File: src/rtl/fbc_pkg.sv
package fbc_pkg;
  localparam int unsigned BCD_W = 4;
  typedef logic [BCD_W-1:0] bcd_t;

  function automatic logic bcd_is_zero(input bcd_t d);
    return (d == '0);
  endfunction
endpackage

File: src/rtl/fbc_lock_sync.sv
module fbc_lock_sync (
  input  logic clk,
  input  logic rst_n,
  input  logic lock_raw,
  output logic lock_s
);
  logic lock_meta;

  always_ff @(posedge clk) begin
    if (!rst_n) begin
      lock_meta <= 1'b0;
      lock_s    <= 1'b0;
    end else begin
      lock_meta <= lock_raw;
      lock_s    <= lock_meta;
    end
  end

  // a drop in lock must have passed through the first stage
  assert_lock_two_stage_R7: assert property (@(posedge clk) disable iff (!rst_n)
    $fell(lock_s) |-> !$past(lock_meta));
  assert_lock_rise_two_stage_R7: assert property (@(posedge clk) disable iff (!rst_n)
    $rose(lock_s) |-> $past(lock_meta));
endmodule

File: src/rtl/fbc_gate_timer.sv
module fbc_gate_timer #(
  parameter int unsigned PULSE_CYCLES = 125000
) (
  input  logic clk,
  input  logic rst_n,
  input  logic gate_in,
  output logic gate_fall,
  output logic pulse_active
);
  localparam int unsigned CNT_W = $clog2(PULSE_CYCLES + 1);
  localparam logic [CNT_W-1:0] CNT_LOAD = CNT_W'(PULSE_CYCLES);

  logic             gate_q;
  logic [CNT_W-1:0] cnt;

  assign gate_fall    = gate_q & ~gate_in;
  assign pulse_active = (cnt != '0);

  always_ff @(posedge clk) begin
    if (!rst_n) begin
      gate_q <= 1'b0;
      cnt    <= '0;
    end else begin
      gate_q <= gate_in;
      if (gate_fall)         cnt <= CNT_LOAD;
      else if (cnt != '0)    cnt <= cnt - 1'b1;
    end
  end

  assert_pulse_starts_R8: assert property (@(posedge clk) disable iff (!rst_n)
    gate_fall |=> (cnt == CNT_LOAD));
  assert_pulse_counts_down_R8: assert property (@(posedge clk) disable iff (!rst_n)
    (pulse_active && !gate_fall) |=> (cnt == $past(cnt) - 1'b1));
  assert_pulse_bounded_R8: assert property (@(posedge clk) disable iff (!rst_n)
    cnt <= CNT_LOAD);
  assert_no_start_on_rise_R8: assert property (@(posedge clk) disable iff (!rst_n)
    (!pulse_active && !gate_fall) |=> (cnt == '0));
endmodule

File: src/rtl/fbc_update_hold.sv
module fbc_update_hold #(
  parameter int unsigned NUM_DIGITS = 6
) (
  input  logic                    clk,
  input  logic                    rst_n,
  input  logic                    in_valid,
  output logic                    in_ready,
  input  logic [NUM_DIGITS*4-1:0] in_digits,
  input  logic                    gate_fall,
  output logic [NUM_DIGITS*4-1:0] disp_digits
);
  localparam int unsigned WORD_W = NUM_DIGITS * 4;

  logic [WORD_W-1:0] pend_q;
  logic              pend_full;
  logic              take;

  assign in_ready = ~pend_full;
  assign take     = in_valid & ~pend_full;

  always_ff @(posedge clk) begin
    if (!rst_n) begin
      pend_q      <= '0;
      pend_full   <= 1'b0;
      disp_digits <= '0;
    end else begin
      if (take) begin
        pend_q    <= in_digits;
        pend_full <= 1'b1;
      end else if (gate_fall && pend_full) begin
        disp_digits <= pend_q;
        pend_full   <= 1'b0;
      end
    end
  end

  assert_display_held_R10: assert property (@(posedge clk) disable iff (!rst_n)
    !gate_fall |=> $stable(disp_digits));
  assert_ready_drops_after_take_R9: assert property (@(posedge clk) disable iff (!rst_n)
    (in_valid && in_ready) |=> !in_ready);
  assert_held_word_shown_R10: assert property (@(posedge clk) disable iff (!rst_n)
    (gate_fall && !in_ready) |=> (in_ready && disp_digits == $past(pend_q)));
endmodule

File: src/rtl/fbc_digit_blank.sv
module fbc_digit_blank
  import fbc_pkg::*;
#(
  parameter int unsigned NUM_DIGITS = 6
) (
  input  logic [NUM_DIGITS*4-1:0] digits,
  input  logic                    lz_en,
  input  logic                    range_low,
  input  logic                    tune_a,
  input  logic                    tune_b,
  output logic [NUM_DIGITS-1:0]   digit_mask
);
  localparam int unsigned TOP = NUM_DIGITS - 1;

  logic [NUM_DIGITS-1:0] zero;
  logic [NUM_DIGITS-1:0] lz_blank;
  logic [NUM_DIGITS-1:0] trail_blank;
  logic                  chain_on;

  assign chain_on = lz_en | range_low;

  for (genvar g = 0; g < NUM_DIGITS; g++) begin : g_dig
    assign zero[g] = bcd_is_zero(digits[g*BCD_W +: BCD_W]);

    if (g == TOP) begin : g_top
      assign lz_blank[g] = range_low | (lz_en & zero[g]);
    end else if (g == 0) begin : g_lsd
      assign lz_blank[g] = 1'b0;
    end else begin : g_mid
      assign lz_blank[g] = lz_blank[g+1] & zero[g] & chain_on;
    end

    if (g == 0) begin : g_ta
      assign trail_blank[g] = tune_a;
    end else if (g == 1) begin : g_tb
      assign trail_blank[g] = tune_b;
    end else begin : g_tn
      assign trail_blank[g] = 1'b0;
    end
  end

  assign digit_mask = lz_blank | trail_blank;

  // suppression below the top digit only ever removes zeros
  for (genvar g = 1; g < TOP; g++) begin : g_chk
    always_comb begin
      assert_lz_only_zero_R2: assert (!lz_blank[g] || zero[g]);
    end
  end
endmodule

File: src/rtl/freq_blank_ctrl.sv
module freq_blank_ctrl #(
  parameter int unsigned NUM_DIGITS   = 6,
  parameter int unsigned PULSE_CYCLES = 125000
) (
  input  logic                    clk,
  input  logic                    rst_n,
  input  logic                    in_valid,
  output logic                    in_ready,
  input  logic [NUM_DIGITS*4-1:0] in_digits,
  input  logic                    gate_in,
  input  logic                    lock_ok,
  input  logic                    lz_en,
  input  logic                    range_low,
  input  logic                    tune_a,
  input  logic                    tune_b,
  output logic [NUM_DIGITS*4-1:0] disp_digits,
  output logic [NUM_DIGITS-1:0]   blank_mask,
  output logic                    disp_en
);
  logic                  lock_s;
  logic                  gate_fall;
  logic                  pulse_active;
  logic                  global_blank;
  logic [NUM_DIGITS-1:0] digit_mask;

  fbc_lock_sync u_lock (
    .clk      (clk),
    .rst_n    (rst_n),
    .lock_raw (lock_ok),
    .lock_s   (lock_s)
  );

  fbc_gate_timer #(.PULSE_CYCLES(PULSE_CYCLES)) u_gate (
    .clk          (clk),
    .rst_n        (rst_n),
    .gate_in      (gate_in),
    .gate_fall    (gate_fall),
    .pulse_active (pulse_active)
  );

  fbc_update_hold #(.NUM_DIGITS(NUM_DIGITS)) u_hold (
    .clk         (clk),
    .rst_n       (rst_n),
    .in_valid    (in_valid),
    .in_ready    (in_ready),
    .in_digits   (in_digits),
    .gate_fall   (gate_fall),
    .disp_digits (disp_digits)
  );

  fbc_digit_blank #(.NUM_DIGITS(NUM_DIGITS)) u_blank (
    .digits     (disp_digits),
    .lz_en      (lz_en),
    .range_low  (range_low),
    .tune_a     (tune_a),
    .tune_b     (tune_b),
    .digit_mask (digit_mask)
  );

  assign global_blank = ~lock_s | pulse_active;
  assign disp_en      = ~global_blank;
  assign blank_mask   = global_blank ? '1 : digit_mask;

  assert_unlock_darkens_R11: assert property (@(posedge clk) disable iff (!rst_n)
    !lock_s |-> (!disp_en && (&blank_mask)));
  assert_lsd_kept_R3: assert property (@(posedge clk) disable iff (!rst_n)
    (disp_en && !tune_a) |-> !blank_mask[0]);
  assert_gate_blank_R8: assert property (@(posedge clk) disable iff (!rst_n)
    gate_fall |=> !disp_en);
endmodule

File: config.mk
export PLATFORM = sky130hd
export DESIGN_NAME = freq_blank_ctrl
export DESIGN_NICKNAME = d
export VERILOG_FILES = /design/src/rtl/fbc_pkg.sv /design/src/rtl/fbc_lock_sync.sv /design/src/rtl/fbc_gate_timer.sv /design/src/rtl/fbc_update_hold.sv /design/src/rtl/fbc_digit_blank.sv /design/src/rtl/freq_blank_ctrl.sv
export SDC_FILE = /design/constraint.sdc
export NUM_CORES = 1
export LEC_CHECK = 0
export CAP_MARGIN = 10
export CORE_MARGIN = 2
export CORE_UTILIZATION = 30
export CTS_BUF_LIST = sky130_fd_sc_hd__clkbuf_2 sky130_fd_sc_hd__clkbuf_4 sky130_fd_sc_hd__clkbuf_8
export DETAILED_ROUTE_END_ITERATION = 7
export SLEW_MARGIN = 25
export SYNTH_ARGS = -nofsm -noshare
export SYNTH_HDL_FRONTEND = slang
export SYNTH_SLANG_ARGS = --single-unit
File: constraint.sdc
create_clock -name clk -period 5 [get_ports clk]
set_input_delay 0.75 -clock clk [delete_from_list [all_inputs] [get_ports clk]]
set_output_delay 0.75 -clock clk [all_outputs]
set_load 0.02 [all_outputs]
# Yosys cells after proc, flatten, opt, wreduce, memory -nomap -nowiden
# Index checks and enable logic that the tools add are counted.
totals:
  ff_bits: 69
  in_bits: 33
  output_inout_bits: 32
op_classes:
  add_sub_neg: 1
  n_bitwise: 21
  muxes: 5
  n_reduce_logical: 11
op_table:
  columns: ["operator", "n"]
  rows:
  - ["$mux 17", 2]
  - ["$logic_not 4->1", 5]
  - ["$reduce_bool 17->1", 1]
  - ["$sub 17x1->17 const B", 1]
  - ["$and 1x1->1", 11]
  - ["$mux 6", 1]
  - ["$not 1->1", 6]
  - ["$or 6x2->6", 1]
  - ["$reduce_bool 2->1", 2]
  - ["$or 1x1->1", 3]
  - ["$mux 1", 2]
  - ["$reduce_and 2->1", 1]
  - ["$reduce_or 2->1", 1]
  - ["$logic_and 1x1->1", 1]

# Logic depth before layout (Yosys ltp)
logic_depth:
  word_depth: 13
  depth_mapped: 8
  mapped_depth_nobuf: 6

# By module
# Synthesis repeated with hierarchy kept, for this count alone.
unflattened:
  cells_unflattened: 317
  hier_area_um2: 3005.4
modules_own_cells:
  columns: ["mod", "area_per_inst_um2", "seq_area_each_um2", "n_inst", "cells_each"]
  rows:
  - ["fbc_update_hold", 1870.5, 980.9, 1, 188]
  - ["fbc_gate_timer", 895.9, 360.3, 1, 101]
  - ["fbc_digit_blank", 127.6, 0.0, 1, 17]
  - ["freq_blank_ctrl", 58.8, 0.0, 1, 7]
  - ["fbc_lock_sync", 52.6, 40.0, 1, 4]

# Worst setup path after synthesis
# No wires, ideal clock.
synth_timing:
  kind: "register -> output"
  startpoint: "register u_gate.cnt[0]"
  endpoint: "output blank_mask[2]"
  required_time_ns: 4.250
  path_stages_with_launch: 9
  path_buffers: 2
  t_arrival_ns: 2.318
  slack_ns: 1.932
  path_cell_list: "dfxtp_1 -> inv_1 -> ha_1 -> or4b_2 -> or4_4 -> buf_6 -> buf_6 -> nor2_4 -> o21ai_0"
synth_via:
  elab_chain_len: 3
synth_rtl:
  columns: ["item", "line", "source"]
  rows:
  - ["start: declaration", "fbc_gate_timer.sv:14", "logic [CNT_W-1:0] cnt;"]
  - ["start signal: assignment", "fbc_gate_timer.sv:26", "else if (cnt != '0) cnt <= cnt - 1'b1;"]
  - ["$reduce_bool 17->1", "fbc_gate_timer.sv:17", "assign pulse_active = (cnt != '0);"]
  - ["$or 1x1->1", "freq_blank_ctrl.sv:60", "assign global_blank = ~lock_s | pulse_active;"]
  - ["$mux 6", "freq_blank_ctrl.sv:62", "assign blank_mask = global_blank ? '1 : digit_mask;"]
  - ["end: declaration", "freq_blank_ctrl.sv:17", "output logic [NUM_DIGITS-1:0] blank_mask,"]
# No other way between the ends.

# Worst setup path after layout
layout_timing:
  startpoint: "register u_gate.cnt[0]"
  endpoint: "output blank_mask[1]"
# The elaborated chain is that of the path after synthesis.

==> out/metrics.cfg <==
[outcome]
status=finished, final reports clean

[setup_path]
cp.required_ps=4250
endpoint=blank_mask[1]
r2r-end=u_gate.cnt[13]
r2r_cells=6
r2r_start=u_gate.cnt[0]
cp_max_fo=17
crit_type=flip-flop to output port
crit_start=u_gate.cnt[0]
rrSetupSlack_ps=2550
worstPathArrival_ps=3150
end_kind=output port
critPathLaunchType=flip-flop

[floorplan]
pin_count=65
die_h_um=99.8
die_w_um=99.8
fp-row-count=34
floorplan.initialDensity_pct=31.3
core_area_mm2=0.00881
dieArea_mm2=0.00996

[yosys]
synth_enable_flop_cells=0
synth_simple_gate_area_share_pct=28.4
synthCells=345
synth_mux_area_share_pct=0
post-synth-top-count-cell=nand2_1
netlist_top_cells_count=104 x nand2_1, 69 x dfxtp_1, 55 x a21oi_1
synth_compound_gate_area_share_pct=16.3
synth.ff_latch_count=69
synth_area_per_cell_um2=7.98
synth_top_family_by_area=simple AND/OR/NAND/NOR gates
ys_types=41
synthXorXnorAreaFrac_pct=0.318
async_reset_ff_share_pct=0
yosysTopAreaCell=dfxtp_1
synth_top_area_share_pct=50.2
synthAdderAreaFrac_pct=0.454
yosys_warnings=0
synthTopCellsByArea=dfxtp_1 50%, nand2_1 14%, a21oi_1 10%
syn_area_mm2=0.00275
syn-num-nets=379
synthFlopType=dfxtp_1
synth_seq_area_share_pct=50.2

[placed_design]
dpl-instance-area_mm2=0.00345
gp_congestion=0.797
io_buffers=64
dp.final_hpwl_mm=4.90

[grt]
grt_pass1_vias=2325
grt_pass1_wl_mm=11.7
antenna_found_initial=0
grtUsageTotal_pct=15.2
grt_overflow=0
grt_start_max_net_pins=55

[layout]
multi_input_area_mm2=0.00127
fin_area_mm2=0.00364
final.fill_count=910
area_delta_synth_final_pct=32.0
drive_gt1_share_pct=6.70
layout.nets=432
antenna_cells=0
ff_latch_area_mm2=0.00138

[timing]
tns_ps=0
timing.fmax_ghz=0.256
setup_viol=0
clock_skew_ps=13.8
slew_headroom_pct=35.3
drv_slew=0
worst_pin_slew_ps=968
finalHoldViolCount=0
grt_setup_unrepaired=false
fin_crit_sh_pct=78.1
period_needed_ps=3900

[clocking]
clock_latency_ps=360
holdBufCountCts=0
cts.sinks=69
clkSlewWorstSetupHoldPaths_ps=70
htree_levels=3
ctsResizeCount=0
cts_tree=built
cts_root_buffer=clkbuf_8
ctsLongestPathBuffers=2
cts_buffers=9
post-cts-setup-buffers=0

[routing]
via_per_inst=5.05
vias=2581
wire_per_inst_um=14.7
route.detailed.drc=0
ant_nets=0
totalWireLength_mm=7.52
first_pass_iters=4
drt_iter0_markers=121

[power_and_ir_drop]
cellPowerDensity_mw_per_mm2=436
p_leak_nw=1.29
vdd_drop_max_mv=0.176

[hold_path]
hold_path.class=flip-flop to flip-flop

[run]
cap_violations=0

[stage by stage]
step | power (mW) | cells | utilization (%) | hold WS, ps | setup WS [ps]
floorplan | 1.06 | 345 | - | 412 | 1930
global placement | 1.14 | 495 | 39.0 | 426 | 1590
detailed placement | 1.15 | 495 | 39.1 | 434 | 1510
CTS | 1.59 | 511 | 41.3 | 453 | 1090
global route | 1.68 | 511 | 41.3 | 462 | 980
finish | 1.59 | 511 | 41.3 | 450 | 1100
[worst min-delay path by stage]
stage	from	to	slack, ps	depth (start not counted)
floorplan	u_lock.lock_meta	u_lock.lock_s	410	1
global placement	u_lock.lock_meta	u_lock.lock_s	430	1
detailed placement	u_lock.lock_meta	u_lock.lock_s	430	1
CTS	u_hold.pend_q[6]	u_hold.disp_digits[6]	450	2
global route	u_hold.pend_q[10]	u_hold.disp_digits[10]	460	2
finish	u_hold.pend_q[6]	u_hold.disp_digits[6]	450	2
[worst max-delay path, stage by stage, from the launching register on]
cell	delay, ps
dfxtp_1	350
inv_1	90
ha_1	240
or4b_2	620
or4_4	560
nor3_1	230
o31ai_1	140
clkdlybuf4s50_1	580
[state kept, by name, indices dropped and copies added (netlist names)]
name,count
u_hold.disp_digits,24
u_gate.cnt,17
u_hold.pend_full,1
u_gate.gate_q,1
u_lock.lock_s,1
u_hold.pend_q,24
u_lock.lock_meta,1
[cells in the final DEF, fill, tap and decap left out, types with 5 or more instances in the layout]
cell type        count
dfxtp_1             69
or4_1                8
a31oi_1              5
nor4_1               9
nand2_1            104
a21oi_1             55
clkbuf_8            10
inv_1                5
o21ai_0              5
clkdlybuf4s50_1     64
o31ai_1              6
nor2_1              10
[where the power goes]
| part | leakage [nW] | switching, mW | internal (mW) |
|---|---|---|---|
| Clock | 0.0918 | 0.234 | 0.202 |
| Sequential | 0.564 | 0.0716 | 0.620 |
| Combinational | 0.638 | 0.262 | 0.196 |
[metal layers]
| metal | vias to the layer above | part of all wire (%) | track usage, % |
|---|---|---|---|
| li1 | 1296 | - | - |
| met5 | - | 0 | 0 |
| met2 | 71 | 48 | 24.9 |
| met3 | 8 | 4.4 | 4.46 |
| met4 | 0 | 0.86 | 6.43 |
| met1 | 1206 | 47 | 18.7 |
[cell type report]
| cell class | instances | area share, % |
|---|---|---|
| clock buffer | 10 | 3.79 |
| clock inverter | 6 | 1.45 |
| tap | 108 | 3.72 |
| inverter | 6 | 0.619 |
| timing repair buffer | 64 | 17.6 |
| sequential | 69 | 38.0 |
| multi-input combinational | 248 | 34.8 |
[logic make-up (layout without fill, tap and decap cells)]
group                      Yosys count  in the layout
and+or+nand+nor                    167            167
AOI/OAI and AO/OA                   79             79
DFF                                 69             69
buffers and inverters               28             86
adders and majority gates            1              1
xor gates and xnor gates             1              1
No activity file was read; power rests on OpenSTA's default activity.
